**src/rtl/xirq_pkg.sv**
```systemverilog
package xirq_pkg;
  typedef enum logic [1:0] {
    DET_LOW  = 2'b00,
    DET_HIGH = 2'b01,
    DET_RISE = 2'b10,
    DET_FALL = 2'b11
  } det_mode_e;

  localparam logic [1:0] REG_CTRL = 2'd0;
  localparam logic [1:0] REG_LVL  = 2'd1;
  localparam logic [1:0] REG_MODE = 2'd2;
endpackage

```
**src/rtl/xirq_sync.sv**
```systemverilog
module xirq_sync #(
  parameter int W = 8
) (
  input  logic         clk,
  input  logic         rst,
  input  logic [W-1:0] d_i,
  output logic [W-1:0] q_o
);
  logic [W-1:0] stage1_q;
  logic [W-1:0] stage2_q;

  always_ff @(posedge clk) begin
    if (rst) begin
      stage1_q <= '0;
      stage2_q <= '0;
    end else begin
      stage1_q <= d_i;
      stage2_q <= stage1_q;
    end
  end

  assign q_o = stage2_q;
endmodule

```
**src/rtl/xirq_chan.sv**
```systemverilog
module xirq_chan
  import xirq_pkg::*;
#(
  parameter int MIN_PW   = 2,
  parameter int XFER_WIN = 3
) (
  input  logic      clk,
  input  logic      rst,
  input  logic      din_i,
  input  det_mode_e mode_i,
  input  logic      keep_i,
  input  logic      ack_i,
  output logic      cause_o
);
  localparam int CW = $clog2(MIN_PW + 1);
  localparam int WW = $clog2(XFER_WIN + 1);

  logic          filt_q;
  logic [CW-1:0] run_q;
  logic [WW-1:0] win_q;
  logic          cause_q;
  logic          accept;
  logic          hit;
  logic          masked;

  // a level change is accepted after MIN_PW consecutive differing samples
  assign accept = (din_i != filt_q) && (run_q == CW'(MIN_PW - 1));

  always_ff @(posedge clk) begin
    if (rst) begin
      filt_q <= 1'b0;
      run_q  <= '0;
    end else if (din_i == filt_q) begin
      run_q <= '0;
    end else if (accept) begin
      filt_q <= din_i;
      run_q  <= '0;
    end else begin
      run_q <= run_q + 1'b1;
    end
  end

  always_comb begin
    unique case (mode_i)
      DET_LOW:  hit = ~din_i;
      DET_HIGH: hit = din_i;
      DET_RISE: hit = accept & din_i;
      DET_FALL: hit = accept & ~din_i;
      default:  hit = 1'b0;
    endcase
  end

  assign masked = ack_i | (win_q != '0);

  always_ff @(posedge clk) begin
    if (rst) begin
      win_q <= '0;
    end else if (ack_i) begin
      win_q <= WW'(XFER_WIN);
    end else if (win_q != '0) begin
      win_q <= win_q - 1'b1;
    end
  end

  always_ff @(posedge clk) begin
    if (rst) begin
      cause_q <= 1'b0;
    end else begin
      cause_q <= (hit & ~masked) | (cause_q & keep_i & ~ack_i);
    end
  end

  assign cause_o = cause_q;


  cause_hold_chk: assert property (@(posedge clk) disable iff (rst)
    (cause_q && keep_i && !ack_i) |=> cause_q);


  win_mask_chk: assert property (@(posedge clk) disable iff (rst)
    ((win_q != '0) && !cause_q) |=> !cause_q);


  filt_step_chk: assert property (@(posedge clk) disable iff (rst)
    !$stable(filt_q) |-> (filt_q == $past(din_i)));
endmodule

```
**src/rtl/xirq_ctrl.sv**
```systemverilog
module xirq_ctrl
  import xirq_pkg::*;
#(
  parameter int NCH      = 8,
  parameter int MIN_PW   = 2,
  parameter int XFER_WIN = 3
) (
  input  logic             clk,
  input  logic             rst,
  input  logic [NCH-1:0]   req_pin_i,
  input  logic [NCH-1:0]   xfer_ack_i,
  input  logic             reg_we_i,
  input  logic [1:0]       reg_addr_i,
  input  logic [2*NCH-1:0] reg_wdata_i,
  output logic [2*NCH-1:0] reg_rdata_o,
  output logic [NCH-1:0]   int_req_o,
  output logic [NCH-1:0]   xfer_req_o
);
  localparam int DW = 2 * NCH;

  logic [NCH-1:0] pin_sync;
  logic [NCH-1:0] en_q;
  logic [NCH-1:0] route_q;
  logic [DW-1:0]  lvl_q;
  logic [NCH-1:0] cause;
  logic [NCH-1:0] keep;
  logic           ctrl_wr;

  xirq_sync #(.W(NCH)) u_sync (
    .clk (clk),
    .rst (rst),
    .d_i (req_pin_i),
    .q_o (pin_sync)
  );

  assign ctrl_wr = reg_we_i && (reg_addr_i == REG_CTRL);
  assign keep    = ctrl_wr ? reg_wdata_i[NCH-1:0] : '1;

  always_ff @(posedge clk) begin
    if (rst) begin
      en_q    <= '0;
      route_q <= '0;
      lvl_q   <= {NCH{DET_RISE}};
    end else if (reg_we_i) begin
      unique case (reg_addr_i)
        REG_CTRL: en_q    <= reg_wdata_i[DW-1:NCH];
        REG_LVL:  lvl_q   <= reg_wdata_i;
        REG_MODE: route_q <= reg_wdata_i[NCH-1:0];
        default: ;
      endcase
    end
  end

  for (genvar i = 0; i < NCH; i++) begin : g_chan
    xirq_chan #(.MIN_PW(MIN_PW), .XFER_WIN(XFER_WIN)) u_chan (
      .clk     (clk),
      .rst     (rst),
      .din_i   (pin_sync[i]),
      .mode_i  (det_mode_e'(lvl_q[2*i +: 2])),
      .keep_i  (keep[i]),
      .ack_i   (xfer_ack_i[i]),
      .cause_o (cause[i])
    );
  end

  always_ff @(posedge clk) begin
    if (rst) begin
      reg_rdata_o <= '0;
      int_req_o   <= '0;
      xfer_req_o  <= '0;
    end else begin
      unique case (reg_addr_i)
        REG_CTRL: reg_rdata_o <= {en_q, cause};
        REG_LVL:  reg_rdata_o <= lvl_q;
        REG_MODE: reg_rdata_o <= {{NCH{1'b0}}, route_q};
        default:  reg_rdata_o <= '0;
      endcase
      int_req_o  <= cause & en_q & ~route_q;
      xfer_req_o <= cause & en_q & route_q;
    end
  end


  route_excl_chk: assert property (@(posedge clk) disable iff (rst)
    ((int_req_o & xfer_req_o) == '0));


  gate_en_chk: assert property (@(posedge clk) disable iff (rst)
    (((int_req_o | xfer_req_o) & ~$past(en_q)) == '0));
endmodule

```
**config.mk**
```make
export PLATFORM = sky130hd
export DESIGN_NAME = xirq_ctrl
export DESIGN_NICKNAME = d
export VERILOG_FILES = /design/src/rtl/xirq_pkg.sv /design/src/rtl/xirq_sync.sv /design/src/rtl/xirq_chan.sv /design/src/rtl/xirq_ctrl.sv
export SDC_FILE = /design/constraint.sdc
export NUM_CORES = 1
export LEC_CHECK = 0
export BUFFER_PORTS_ARGS = -buffer_cell sky130_fd_sc_hd__clkbuf_2
export CORE_MARGIN = 3
export CORE_UTILIZATION = 45
export DETAILED_ROUTE_END_ITERATION = 12
export PLACE_DENSITY = 0.65
export SYNTH_ARGS = -nofsm -noshare
export SYNTH_HDL_FRONTEND = slang
export SYNTH_HIERARCHICAL = 1
export SYNTH_SLANG_ARGS = --single-unit
```
**constraint.sdc**
```tcl
create_clock -name clk -period 1.5 [get_ports clk]
set_input_delay 0.3 -clock clk [delete_from_list [all_inputs] [get_ports clk]]
set_output_delay 0.3 -clock clk [all_outputs]
set_load 0.1 [all_outputs]
```
==> results of run 1 <==
## cell type report
type / count / share of cell area
Clock buffer: 26 / 0.0835
Sequential cell: 128 / 0.397
Inverter: 24 / 0.0140
Tap cell: 143 / 0.0277
Timing Repair Buffer: 78 / 0.0740
Multi-Input combinational cell: 351 / 0.389
Clock inverter: 4 / 0.0147
## repair_timing
action	in CTS	in global routing
resized for setup	9	7
hold buffers	0	0
endpoints found under the setup margin	9	7
hold endpoints to repair	0	0
## cell families after synthesis
group           share of synthesized area
buf+inv                            0.0423
fa+ha+maj                          0.0378
flops                               0.483
simple gates                        0.227
xor+xnor                           0.0264
mux                                 0.121
compound gates                     0.0623
## through the flow
stage,utilization,instances,hold slack (ps),area (um^2),worst slack (ps)
floorplan,-,522,372,5300,291
global placement,0.506,724,405,5800,195
detailed placement,0.506,724,410,5800,129
CTS,0.563,754,79.2,6460,4.42
global route,0.563,754,99.8,6460,0.931
finish,0.563,754,95.7,6460,42.8
## final timing paths
check / start / end / slack [ps] / cells past startpoint
worst max-delay path: reg_rdata_o[8]$_SDFF_PP0_ / reg_rdata_o[8] / 40 / 1
worst min-delay path: req_pin_i[2] / u_sync/stage1_q[2]$_SDFF_PP0_ / 100 / 2
worst max register to register: g_chan[7].u_chan/run_q[0]$_SDFF_PP0_ / g_chan[7].u_chan/cause_o$_SDFF_PP0_ / 310 / 4
worst min register to register: g_chan[5].u_chan/run_q[0]$_SDFF_PP0_ / g_chan[5].u_chan/run_q[0]$_SDFF_PP0_ / 410 / 1
## layer usage
layer / track usage / part of all wire / routed length (um)
met5: 0 / 0 / 0
met4: 0.0839 / 0.011 / 120
met3: 0.0492 / 0.046 / 483
met2: 0.282 / 0.49 / 5180
met1: 0.210 / 0.45 / 4780
## sequential cells by signal, summed over array words and instances, names as in the netlist
register / count
g_chan.u_chan/win_q: 16
u_sync/stage1_q: 8
int_req_o: 8
g_chan.u_chan/run_q: 16
route_q: 8
reg_rdata_o: 16
xfer_req_o: 8
en_q: 8
lvl_q: 16
u_sync/q_o: 8
g_chan.u_chan/cause_o: 8
g_chan.u_chan/filt_q: 8
## placed cells by master, fill, tap and decap left out, types with 2 or more instances in the layout
cell type	n
sky130_fd_sc_hd__dfxtp_1	128
sky130_fd_sc_hd__nor2_1	72
sky130_fd_sc_hd__mux2i_1	64
sky130_fd_sc_hd__nand2b_1	57
sky130_fd_sc_hd__clkbuf_2	46
sky130_fd_sc_hd__inv_1	24
sky130_fd_sc_hd__clkbuf_16	17
sky130_fd_sc_hd__nand2_1	16
sky130_fd_sc_hd__o21ba_2	16
sky130_fd_sc_hd__xnor2_1	16
sky130_fd_sc_hd__ha_1	16
sky130_fd_sc_hd__buf_4	14
sky130_fd_sc_hd__clkbuf_4	9
sky130_fd_sc_hd__o22ai_1	8
sky130_fd_sc_hd__nor3_1	8
sky130_fd_sc_hd__nor3b_1	8
sky130_fd_sc_hd__clkbuf_8	8
sky130_fd_sc_hd__nand4bb_1	8
sky130_fd_sc_hd__nand4_1	8
sky130_fd_sc_hd__a32o_1	8
sky130_fd_sc_hd__nand3_1	8
sky130_fd_sc_hd__o21ai_0	8
sky130_fd_sc_hd__or3_1	8
sky130_fd_sc_hd__buf_2	7
sky130_fd_sc_hd__nor2b_2	7
sky130_fd_sc_hd__and2b_2	6
sky130_fd_sc_hd__bufinv_16	3
sky130_fd_sc_hd__nor2b_1	3
sky130_fd_sc_hd__and3b_1	2
sky130_fd_sc_hd__buf_12	2
## power by group
part	switching [mW]	internal [mW]	total, mW
Clock	1.35	2.95	4.30
Combinational	0.428	0.363	0.791
Sequential	0.0891	3.54	3.63
## cell usage after synthesis, drive strengths merged, types with 9 or more instances
| library cell | n | area share |
|---|---|---|
| mux2i | 64 | 0.12 |
| nor3b | 9 | 0.014 |
| dfxtp | 128 | 0.48 |
| nor2b | 10 | 0.015 |
| nand2 | 16 | 0.011 |
| ha | 16 | 0.038 |
| nand2b | 57 | 0.067 |
| buf | 12 | 0.020 |
| inv | 24 | 0.017 |
| nor2 | 72 | 0.051 |
| xnor2 | 16 | 0.026 |
| o21ba | 16 | 0.030 |
==> results_dict.tcl, run 1 <==
set metrics [dict create \
    synth_cells 522 \
    groute.usage.overall 0.174 \
    grt_start_max_net_pins 81 \
    clock_tree.buffer_depth 2 \
    final_wl_um 10600 \
    rsz0062_at_grt "false" \
    power.density_nw_per_um2 1350 \
    dr.pass1.iters 4 \
    timing.final.max_slew_violations 0 \
    grt_overflow_total 0 \
    criticalPathCategory "register to primary output" \
    final_nets 653 \
    design_power_total_mw 8.72 \
    drv_cap 0 \
    fp.dieArea_um2 13100 \
    netlist-cell-type-count 31 \
    static-leakage-power_nw 2.64 \
    drt-initial-drc-count 219 \
    ys_ff_latch 128 \
    gp_routability_congestion 0.796 \
    critical_path.cell_chain "clkbuf_2" \
    routed_wire_length_per_instance_um 14.0 \
    dominantRegCellSynth "sky130_fd_sc_hd__dfxtp_1" \
    syn2layout_area_growth_pct 21.8 \
    dp.final_hpwl_um 7540 \
    multi_input_area_um2 2510 \
    yosysWarningCount 6 \
    critical-path-slowest-cell "sky130_fd_sc_hd__clkbuf_2" \
    critPathArrivalTime_ps 1160 \
    detail_route.drc_violations 0 \
    ir_worst_vdd_uv 894 \
    row_count 39 \
    routed-via-count 3798 \
    antenna_found_initial 0 \
    wire_length_of_the_first_global_routing_pass_um 17600 \
    run_status "finished clean" \
    post_route_setup_tns_ps 0 \
    cts_setup_buffers 0 \
    numCtsBuffers 17 \
    synth_seq_area_share 0.483 \
    async_reset_ff_frac 0 \
    timing.max_slew.rel_slack 0.577 \
    initial_utilization 0.462 \
    syn_nets 575 \
    fmax_mhz 686 \
    die_width_um 115 \
    viasPerCell 5.04 \
    critPathRequiredTime_ps 1200 \
    syn_area_per_cell_um2 10.2 \
    final_min_period_over_clock_period 0.971 \
    critPathMaxStageDelay_ps 440 \
    tritoncts "done" \
    tritoncts_num_sinks 128 \
    cts.clk_slew.worst_paths_ps 50 \
    worstSetupEndpointType "primary output" \
    clock_insertion_delay_worst_skew_ps 410 \
    fill_cells 1013 \
    cp-start-kind "register" \
    syn-cell-area_um2 5300 \
    hold_violations 0 \
    min_period_ps 1460 \
    final_antenna_net_count 0 \
    timing_worst_slew_pin_value_ps 635 \
    finalClockSkew_ps 10.5 \
    cts_root_buf "sky130_fd_sc_hd__clkbuf_16" \
    clock_tree.htree_level_count 4 \
    critPathBufInv 1 \
    antenna-diode-count 0 \
    die_height_um 115 \
    grt_pass1_vias 3784 \
    crit_family "buffers and inverters" \
    count_of_flip_flops_with_a_built_in_enable_after_synthesis 0 \
    area_inside_the_core_boundary_um2 11500 \
    final_layout_size_suffix_gt1_frac 0.224 \
    setup_viol_count_final 0 \
    design.portCount 69 \
    hp-class "input port to register" \
    register_area_um2 2560 \
    cp_max_fo 1 \
    place.port_buffers 68 \
]
(Power assumes the default switching activity.)
==> run 2: changes to the inputs <==
Settings changed: CTS_BUF_LIST set to sky130_fd_sc_hd__clkbuf_4 sky130_fd_sc_hd__clkbuf_8, CTS_CLUSTER_SIZE set to 20, SLEW_MARGIN set to 20.
==> run 2 against run 1 <==
Fmax is 2.5% higher. First-iteration DRC count shrank 18%. Wire length fell by 0.75%. Combinational power hardly changed. Core utilization is 1.2 points lower. Critical path depth is the same. Die area unchanged. Sequential cell count is the same. Hold slack lost 14 ps. Worst setup slack better by 36 ps. Cell count is the same. Clock-buffer cell count did not move. Largest cell class unchanged. Largest power group is now sequential cells. Highest routed layer unchanged.
==> results_dict.tcl, run 2 (synthesis results as in run 1) <==
set metrics [dict create \
    die_width_um 115 \
    cts.clk_slew.worst_paths_ps 70 \
    fmax_mhz 703 \
    tritoncts_num_sinks 128 \
    routed-via-count 3765 \
    run_status "finished clean" \
    final_antenna_net_count 0 \
    viasPerCell 4.99 \
    clock_tree.buffer_depth 2 \
    critical-path-slowest-cell "sky130_fd_sc_hd__dfxtp_1" \
    critical_path.startpoint "reg_rdata_o[4]$_SDFF_PP0_" \
    layout_common_cells "sky130_fd_sc_hd__dfxtp_1, sky130_fd_sc_hd__nor2_1, sky130_fd_sc_hd__mux2i_1" \
    cts_hold_buffers 0 \
    antenna-diode-count 0 \
    routed_wire_length_per_instance_um 13.9 \
    final_wl_um 10500 \
    setup_viol_count_final 0 \
    criticalPathCategory "register to primary output" \
    dp.final_hpwl_um 7540 \
    ff2ff_setup_slack_ps 320 \
    worstSetupEndpointType "primary output" \
    gp_routability_congestion 0.796 \
    critPathRequiredTime_ps 1200 \
    cp-start-kind "register" \
    die_height_um 115 \
    critPathArrivalTime_ps 1120 \
    top_usage_layer "met2" \
    cts_setup_buffers 0 \
    gr-usage-met3 0.0539 \
    finalClockSkew_ps 9.06 \
    min_period_ps 1420 \
    grt_start_max_net_pins 81 \
    cp_max_fo 1 \
    final_min_period_over_clock_period 0.948 \
    ir_worst_vdd_uv 816 \
    final_layout_size_suffix_gt1_frac 0.226 \
    min_to "u_sync/stage1_q[6]$_SDFF_PP0_" \
    row_count 39 \
    critical_path.cell_chain "clkbuf_4" \
    clock_tree.htree_level_count 4 \
    dp.cells 724 \
    holdCritStartpoint "req_pin_i[6]" \
    use_met1 0.210 \
    tritoncts "done" \
    drt-initial-drc-count 180 \
    post_layout_nonfiller_instances 754 \
    gr-usage-met2 0.284 \
    critPathBufInv 1 \
    r2r_cells 4 \
    timing_worst_slew_pin_value_ps 662 \
    post_route_setup_tns_ps 0 \
    hp-class "input port to register" \
    area_inside_the_core_boundary_um2 11500 \
    cts_root_buf "sky130_fd_sc_hd__clkbuf_8" \
    antenna_found_initial 0 \
    clock_insertion_delay_worst_skew_ps 420 \
    syn2layout_area_growth_pct 19.1 \
    timing.max_slew.rel_slack 0.559 \
    detail_route.drc_violations 0 \
    design.portCount 69 \
    dr.pass1.iters 4 \
    power.density_nw_per_um2 1210 \
    hold_violations 0 \
    hold-path-cell-count 2 \
    drv_cap 0 \
    groute.usage.overall 0.172 \
    initial_utilization 0.462 \
    critPathMaxStageDelay_ps 360 \
    place.port_buffers 68 \
    timing.final.max_slew_violations 0 \
    r2r-start "g_chan[7].u_chan/run_q[0]$_SDFF_PP0_" \
    layout.cells.most_common "sky130_fd_sc_hd__dfxtp_1" \
    numCtsBuffers 17 \
    grt_pass1_vias 3810 \
    final_nets 653 \
    fp.dieArea_um2 13100 \
    wire_length_of_the_first_global_routing_pass_um 17600 \
    grt_overflow_total 0 \
    post_route_worst_hold_slack_ps 81.5 \
    post_cts_resized 27 \
    rsz0062_at_grt "false" \
    crit_family "flip-flops" \
    regToRegEndpoint "g_chan[7].u_chan/cause_o$_SDFF_PP0_" \
    static-leakage-power_nw 2.55 \
]
## run 2: cell type report
type | instances | area [um^2]
fill | 1027 | 5150
multi-input combinational | 351 | 2510
timing repair buffer | 78 | 523
clock buffer | 26 | 352
tap | 143 | 179
sequential | 128 | 2560
clock inverter | 4 | 95.1
inverter | 24 | 90.1
## run 2: how the worst max path moves through the flow
| stage | end | slack [ps] | depth (start not counted) |
|---|---|---|---|
| 6_report | reg_rdata_o[4] | 80 | 1 |
| 5_1_grt | reg_rdata_o[4] | 40 | 1 |
| 4_1_cts | reg_rdata_o[4] | 50 | 1 |
| 3_5_place_dp | reg_rdata_o[0]$_SDFF_PP0_ | 130 | 3 |
| 3_3_place_gp | reg_rdata_o[6]$_SDFF_PP0_ | 200 | 3 |
| 2_1_floorplan | int_req_o[0] | 290 | 0 |
## run 2: routing by layer
layer | wire length [um] | vias to the layer above
met4 | 123 | 0
met3 | 513 | 7
met5 | 0 | -
met2 | 5050 | 70
met1 | 4800 | 1769
li1 | - | 1919
## run 2: through the flow
step | area [um^2] | utilization | setup WS, ps | total power [mW]
after detailed placement | 5800 | 0.506 | 129 | 4.49
after global routing | 6310 | 0.551 | 37.4 | 7.96
after CTS | 6310 | 0.551 | 51.9 | 7.73
final | 6310 | 0.551 | 78.4 | 7.63
after floorplan | 5300 | - | 291 | 4.28
after global placement | 5800 | 0.506 | 195 | 4.45
## run 2: where the power goes
group          internal (mW)  switching (mW)  total, mW
logic                  0.365           0.428      0.793
clock network           2.00            1.22       3.22
registers               3.53          0.0893       3.62
total                   5.90            1.73       7.63
